## config.mk

```make
export PLATFORM = sky130hd
export DESIGN_NAME = byte_pack_dreg
export DESIGN_NICKNAME = d
export VERILOG_FILES = /design/src/rtl/byte_pack_dreg.sv
export SDC_FILE = /design/constraint.sdc
export NUM_CORES = 1
export LEC_CHECK = 0
export BUFFER_PORTS_ARGS = -buffer_cell sky130_fd_sc_hd__buf_2
export CAP_MARGIN = 20
export CORE_MARGIN = 2
export CORE_UTILIZATION = 40
export DETAILED_ROUTE_END_ITERATION = 8
export GPL_TIMING_DRIVEN = 0
export PLACE_DENSITY = 0.73
export REMOVE_ABC_BUFFERS = 1
export SYNTH_ARGS = -nofsm -noshare
export SYNTH_HDL_FRONTEND = slang
export SYNTH_SLANG_ARGS = --single-unit
```

## constraint.sdc

```tcl
create_clock -name clk -period 2.9 [get_ports clk]
set_clock_uncertainty 0.2 [all_clocks]
set_input_delay 0.58 -clock clk [delete_from_list [all_inputs] [get_ports clk]]
set_output_delay 0.58 -clock clk [all_outputs]
set_load 0.1 [all_outputs]
```

## src/rtl/byte_pack_dreg.sv

```systemverilog
module byte_pack_dreg (
  input  logic        clk,
  input  logic        rst_n,
  input  logic        swap_mode,
  input  logic        start,
  input  logic        wr16,
  input  logic        wr8,
  input  logic [15:0] wdata,
  input  logic        rd16,
  output logic [15:0] rdata,
  input  logic        tx_take,
  output logic [7:0]  tx_byte,
  input  logic        rx_put,
  input  logic [7:0]  rx_byte,
  output logic [2:0]  tx_count,
  output logic [2:0]  rx_count,
  output logic        tx_ready,
  output logic        rx_ready,
  output logic        wr_ack,
  output logic        wr_drop,
  output logic        rd_underflow,
  output logic        kick
);
  localparam int NB = 4;
  localparam int SW = NB * 8;
  localparam logic [2:0] FULL = 3'(NB);
  localparam logic [2:0] ROOM = 3'(NB - 2);

  logic [SW-1:0] store;
  logic [15:0]   half_in;
  logic [1:0]    tidx;
  logic [SW-1:0] rx_shifted;

  assign half_in    = swap_mode ? wdata : {wdata[7:0], wdata[15:8]};
  assign rdata      = swap_mode ? {store[7:0], store[15:8]} : store[15:0];
  assign tidx       = tx_count[1:0] - 2'd1;
  assign tx_byte    = (tx_count == 3'd0) ? 8'h00 : store[{tidx, 3'b000} +: 8];
  assign rx_shifted = {{(SW-8){1'b0}}, rx_byte} << {rx_count[1:0], 3'b000};
  assign tx_ready   = tx_count <= ROOM;
  assign rx_ready   = rx_count != 3'd0;

  always_ff @(posedge clk) begin
    if (!rst_n) begin
      store        <= '0;
      tx_count     <= '0;
      rx_count     <= '0;
      wr_ack       <= 1'b0;
      wr_drop      <= 1'b0;
      rd_underflow <= 1'b0;
      kick         <= 1'b0;
    end else begin
      kick         <= wr16 | wr8 | rd16;
      wr_ack       <= 1'b0;
      wr_drop      <= 1'b0;
      rd_underflow <= 1'b0;
      if (start) begin
        store <= '0;
      end else if (wr16 || wr8) begin
        if (tx_count > ROOM) begin
          wr_drop <= 1'b1;
        end else if (wr16) begin
          store    <= {store[SW-17:0], half_in};
          tx_count <= tx_count + 3'd2;
          wr_ack   <= 1'b1;
        end else begin
          store    <= {store[SW-9:0], wdata[7:0]};
          tx_count <= tx_count + 3'd1;
          wr_ack   <= 1'b1;
        end
      end else if (rd16) begin
        if (rx_count == 3'd1) begin
          rx_count     <= 3'd0;
          rd_underflow <= 1'b1;
        end else if (rx_count > 3'd1) begin
          if (rx_count > 3'd2) store <= store >> 16;
          rx_count <= rx_count - 3'd2;
        end
      end else if (tx_take) begin
        if (tx_count != 3'd0) tx_count <= tx_count - 3'd1;
      end else if (rx_put) begin
        if (rx_count < FULL) begin
          store    <= store | rx_shifted;
          rx_count <= rx_count + 3'd1;
        end
      end
    end
  end

  assert_reset_R1: assert property (@(posedge clk)
    !rst_n |=> (tx_count == 3'd0 && rx_count == 3'd0 && !kick && !wr_ack));

  assert_no_overflow_R4: assert property (@(posedge clk) disable iff (!rst_n)
    (!start && (wr16 || wr8) && tx_count > ROOM) |=> ($stable(tx_count) && wr_drop && !wr_ack));

  assert_halfword_count_R2: assert property (@(posedge clk) disable iff (!rst_n)
    (!start && wr16 && tx_count <= ROOM) |=> (tx_count == $past(tx_count) + 3'd2 && wr_ack));

  assert_counts_bounded_R6: assert property (@(posedge clk) disable iff (!rst_n)
    (tx_count <= FULL && rx_count <= FULL));

  assert_lone_byte_R8: assert property (@(posedge clk) disable iff (!rst_n)
    (!start && !wr16 && !wr8 && rd16 && rx_count == 3'd1) |=> (rx_count == 3'd0 && rd_underflow));

  assert_kick_R10: assert property (@(posedge clk) disable iff (!rst_n)
    (wr16 || wr8 || rd16) |=> kick);

  assert_start_keeps_counts_R11: assert property (@(posedge clk) disable iff (!rst_n)
    start |=> ($stable(tx_count) && $stable(rx_count) && rdata == 16'h0000));
endmodule

```

After elaboration in Yosys (flattened, before gate mapping)
Index checks and enable logic that the tools add are counted.
- register bits after elaboration: 42
- input port bits: 33
- output and inout bits: 36
- logic and storage cells: 80
- add/sub/neg operators: 6
- order comparisons: 5
- eq/ne operators: 9
- shift-type cells: 2
- mux-type cells: 28
- bitwise operators: 7
- reduce and logical (&&, ||, !) cells: 16
- operator list (kind ; number):
    $mux W32 ; 10
    $mux W3 ; 12
    $mux W16 ; 2
    $or A32 B32 Y32 ; 1
    $shiftx A32 B6 Y8 ; 1
    $shl A8 B5 Y32 ; 1
    $reduce_bool A3 Y1 ; 4
    $ne A3 B1 Y1 const B ; 3
    $mux W8 ; 1
    $reduce_bool A2 Y1 ; 4
    $reduce_and A7 Y1 ; 1
    $add A3 B1 Y3 const B ; 2
    $gt A3 B2 Y1 const B ; 2
    $reduce_and A6 Y1 ; 1
    $reduce_and A5 Y1 ; 1
    $ne A2 B2 Y1 const B ; 2
    $not A1 Y1 ; 4
    $reduce_or A4 Y1 ; 1
    $add A3 B2 Y3 const B ; 1
    $eq A3 B1 Y1 const B ; 1
    $gt A3 B1 Y1 const B ; 1
    $le A3 B2 Y1 const B ; 1
    $logic_not A3 Y1 ; 1
    $lt A3 B3 Y1 const B ; 1
    11 further kinds ; 14

Longest topological paths before layout
- word-level depth: 7
- mapped depth: 10
- mapped depth without buffers: 7

Worst setup path before layout
Ideal clock, no wire load.
- path type: register to output
- start: reg tx_count[0]
- end: out tx_byte[7]
- arrival: 3.909 ns
- required time: 2.120 ns
- slack: -1.789 ns
- stages on the path, launching flop included: 7
- path buffers: 2
- path through: dfxtp_1 clkbuf_1 inv_1 ha_1 clkbuf_1 mux4_2 nor2b_1
- longest elaborated chain between the ends: 3
- elaborated cells on any way between the ends: 4
- classes of those cells: add/sub (1); shift (1); mux (1); reduce/logical (1)
- ends and longest elaborated chain (what ; line ; RTL):
    start, declared ; 15 ; output logic [2:0] tx_count,
    start signal, assigned ; 63 ; tx_count <= tx_count + 3'd2;
    start signal, assigned ; 67 ; tx_count <= tx_count + 3'd1;
    start signal, assigned ; 79 ; if (tx_count != 3'd0) tx_count <= tx_count - 3'd1;
    $sub A2 B1 Y2 ; 36 ; assign tidx = tx_count[1:0] - 2'd1;
    $shiftx A32 B6 Y8 ; 37 ; assign tx_byte = (tx_count == 3'd0) ? 8'h00 : store[{tidx, 3'b000} +: 8];
    $mux W8 (*) ; 37 ;
    end, declared ; 12 ; output logic [7:0] tx_byte,
Every way passes the cells marked *; elsewhere a longest branch is shown, timed or not.

Final worst setup path
- start: reg tx_count[1]
- end: out tx_byte[3]
Same word-level chain as after synthesis.

==> flow_metrics.tcl <==
set metrics [dict create \
    status "complete, no violations" \
    synth_sequential_area_ratio 0.241 \
    synth.distinct_cells 44 \
    design.portCount 69 \
    r2r_slack_ps 170 \
    holdPathEnd "store[26]" \
    p_per_area_mw_per_mm2 458 \
    number_of_register_bits_inferred_by_synthesis 42 \
    place.detailed.hpwl_mm 6.52 \
    finalCriticalPeriod_ps 2840 \
    maxClockFrequency_mhz 352 \
    syn_inst 450 \
    cts_num_sinks 42 \
    post-synth-top-area-fraction 0.241 \
    fin_crit_sh 0.979 \
    worst-slew-pin-transition_ps 1100 \
    num_antenna_cells 0 \
    setup_viol 0 \
    grt_antenna_before_repair 0 \
    max_cap_viol_count 0 \
    grt_start_max_net_pins 65 \
    globalRouteTotalUtil 0.215 \
    worst_r2r_endpoint "store[3]" \
    synth_edf_count 0 \
    detailroute.via_count 3672 \
    fill_cells 871 \
    timing.rr.start "rx_count[1]" \
    dieArea_sq_mm 0.00948 \
    slew_viol_final 0 \
    clk_path_buf_depth 2 \
    worstSetupPathType "register to output port" \
    placement.io_buffers 68 \
    routed_via_count_divided_by_cell_count 6.05 \
    hold-worst-slack_ps 338 \
    net_switching_power_of_the_design_w 0.000823 \
    multi_input_area_sq_mm 0.00247 \
    routed_wl_mm 10.6 \
    total_leakage_power_nw 1.54 \
    post_layout_nonfiller_instances 607 \
    worst_hold_path_type "register to register" \
    leading_register_cell_type_out_of_synthesis "sky130_fd_sc_hd__dfxtp_1" \
    synth.avg_cell_area_sq_um 7.75 \
    aggregate_global_routing_overflow 0 \
    finalHoldViolCount 0 \
    core_area_sq_mm 0.00859 \
    floorplan.die.width_microns 97.4 \
    tritoncts "yes" \
    cp_data_arrival_time_ps 2060 \
    initial_core_util 0.406 \
    dieHeight_microns 97.4 \
    synthesized_area_sq_mm 0.00349 \
    placementRows 34 \
    final_common_cell "sky130_fd_sc_hd__nand2_1" \
    post-place-cells 590 \
    worst_slew_margin_rel 0.267 \
    worstPathRequired_ps 2120 \
    internal-power_w 0.00105 \
    min_from "store[26]" \
    route.antenna.remaining_nets 0 \
    worstRegToRegCells 8 \
    power.ir.vdd_worst_uv 201 \
    detail_route.wl_per_cell_microns 17.5 \
    layout-area-overhead-vs-synth_pct 17.0 \
    clock_group_share_of_total_power 0.208 \
    setup_repair_after_global_routing_missed_its_margin "no" \
    setup_tns_final_ps 0 \
    critical_path.endpoint_type "output port" \
    power_share_of_the_sequential_group 0.347 \
    yosysWarnings 0 \
    timing.critical_path.fanout_max 5 \
    yosys.area.top_type "sky130_fd_sc_hd__dfxtp_1" \
    drt_pass_1_iters 5 \
    drcViolationCount 0 \
    detail_route.iter0.violations 252 \
    async_flop_share 0 \
    clock_root_buffer_master "sky130_fd_sc_hd__clkbuf_8" \
    final_util 0.475 \
    final_layout_size_suffix_gt1_frac 0.295 \
    seqCellArea_sq_um 850 \
    global_route_wire_length_before_repair_mm 16.8 \
    power_switching_share 0.440 \
    clk-insertion-delay-late_ps 300 \
    final_net_count 544 \
    cts_buffers 5 \
    synth.top_cells.by_area "sky130_fd_sc_hd__dfxtp_1 24%, sky130_fd_sc_hd__mux2_2 10%, sky130_fd_sc_hd__o21ai_0 8.8%" \
    h-tree-depth 2 \
    first_global_vias 3392 \
    share_of_total_power_in_combinational_logic 0.444 \
    timing.critical_path.from_type "register" \
    final_cell_mix "70 x sky130_fd_sc_hd__nand2_1, 60 x sky130_fd_sc_hd__o21ai_0, 60 x sky130_fd_sc_hd__buf_2, 39 x sky130_fd_sc_hd__dfxtp_1" \
    place.gp.congestion 0.838 \
    whs_path_depth 1 \
    clk_transition_reported_paths_ps 80 \
]
==> how the worst max path moves through the flow <==
stage                           start  cells past startpoint    endpoint
after floorplan           tx_count[0]                      4  tx_byte[7]
after global placement    tx_count[0]                      7   store[23]
after detailed placement  tx_count[0]                      8    store[1]
after CTS                 rx_count[1]                      9    store[1]
after global routing      tx_count[1]                      6  tx_byte[3]
final                     tx_count[1]                      6  tx_byte[3]
==> sequential cells by signal, summed over array words and instances (netlist names) <==
register / flops
store: 32
rx_count: 3
tx_count: 3
kick: 1
rd_underflow: 1
wr_ack: 1
wr_drop: 1
==> cell type report <==
cell class / instances / area share
Clock buffer: 6 / 0.0202
Multi-Input combinational cell: 360 / 0.605
Sequential cell: 42 / 0.208
Inverter: 9 / 0.00828
Tap cell: 108 / 0.0331
Timing Repair Buffer: 82 / 0.126
==> metrics by stage <==
step / power, W / instance area [sq um] / setup WS, ps
2_1_floorplan: 0.00120 / 3300 / -1610
3_3_place_gp: 0.00138 / 3770 / -2660
3_5_place_dp: 0.00141 / 3840 / -1120
4_1_cts: 0.00183 / 4010 / 4.92
5_1_grt: 0.00194 / 4080 / 1.32
6_report: 0.00187 / 4080 / 59.9
==> power groups by stage <==
stage / Combinational [W] / Sequential (W) / Clock [W]
floorplan: 0.000486 / 0.000713 / 0
global placement: 0.000709 / 0.000668 / 0
detailed placement: 0.000743 / 0.000670 / 0
CTS: 0.000797 / 0.000647 / 0.000389
global route: 0.000878 / 0.000655 / 0.000406
finish: 0.000831 / 0.000649 / 0.000390
==> cell usage after synthesis (2+ instances only) <==
cell and count:
sky130_fd_sc_hd__or2_1 2, sky130_fd_sc_hd__buf_6 3, sky130_fd_sc_hd__buf_1 3, sky130_fd_sc_hd__buf_4 3, sky130_fd_sc_hd__a21oi_1 34, sky130_fd_sc_hd__clkbuf_1 25, sky130_fd_sc_hd__a311oi_1 8, sky130_fd_sc_hd__nor2_1 7
sky130_fd_sc_hd__nor2b_1 16, sky130_fd_sc_hd__mux2_2 32, sky130_fd_sc_hd__nor3_1 34, sky130_fd_sc_hd__mux2i_1 2, sky130_fd_sc_hd__buf_2 6, sky130_fd_sc_hd__ha_1 11, sky130_fd_sc_hd__inv_1 8, sky130_fd_sc_hd__o21ai_0 61
sky130_fd_sc_hd__a211oi_2 2, sky130_fd_sc_hd__a211oi_1 24, sky130_fd_sc_hd__nand2_1 70, sky130_fd_sc_hd__a22o_1 7, sky130_fd_sc_hd__mux4_2 8, sky130_fd_sc_hd__dfxtp_1 42, sky130_fd_sc_hd__xnor2_1 2, sky130_fd_sc_hd__o21a_1 17
sky130_fd_sc_hd__nand2b_1 4
==> repair_timing <==
action	CTS	global route
setup endpoints to repair	44	28
resized for setup	14	10
cloned	1	0
buffers inserted	4	6
pin swaps	3	3
hold buffers	0	0
==> routing by layer <==
layer / vias up / part of all wire / track usage
met5: - / 0 / 0
met4: 0 / 0.025 / 0.0823
met3: 27 / 0.078 / 0.0410
met2: 186 / 0.46 / 0.352
met1: 1712 / 0.44 / 0.279
li1: 1747 / - / -
==> critical path, cell delays in order (launching register included) <==
cell	delay, ps
sky130_fd_sc_hd__dfxtp_1	390
sky130_fd_sc_hd__inv_1	150
sky130_fd_sc_hd__ha_4	350
sky130_fd_sc_hd__buf_4	150
sky130_fd_sc_hd__mux4_2	280
sky130_fd_sc_hd__nor2b_1	140
sky130_fd_sc_hd__clkbuf_4	300
==> cells by family after synthesis <==
kind of cell / count (synthesis) / synth area share
AOI/OAI and AO/OA: 165 / 0.305
DFF: 42 / 0.241
muxes: 42 / 0.161
and+or+nand+nor: 139 / 0.185
xor gates and xnor gates: 2 / 0.00502
buffers and inverters: 49 / 0.0646
adders and majority gates: 11 / 0.0395
No activity file was read; power rests on OpenSTA's default activity.
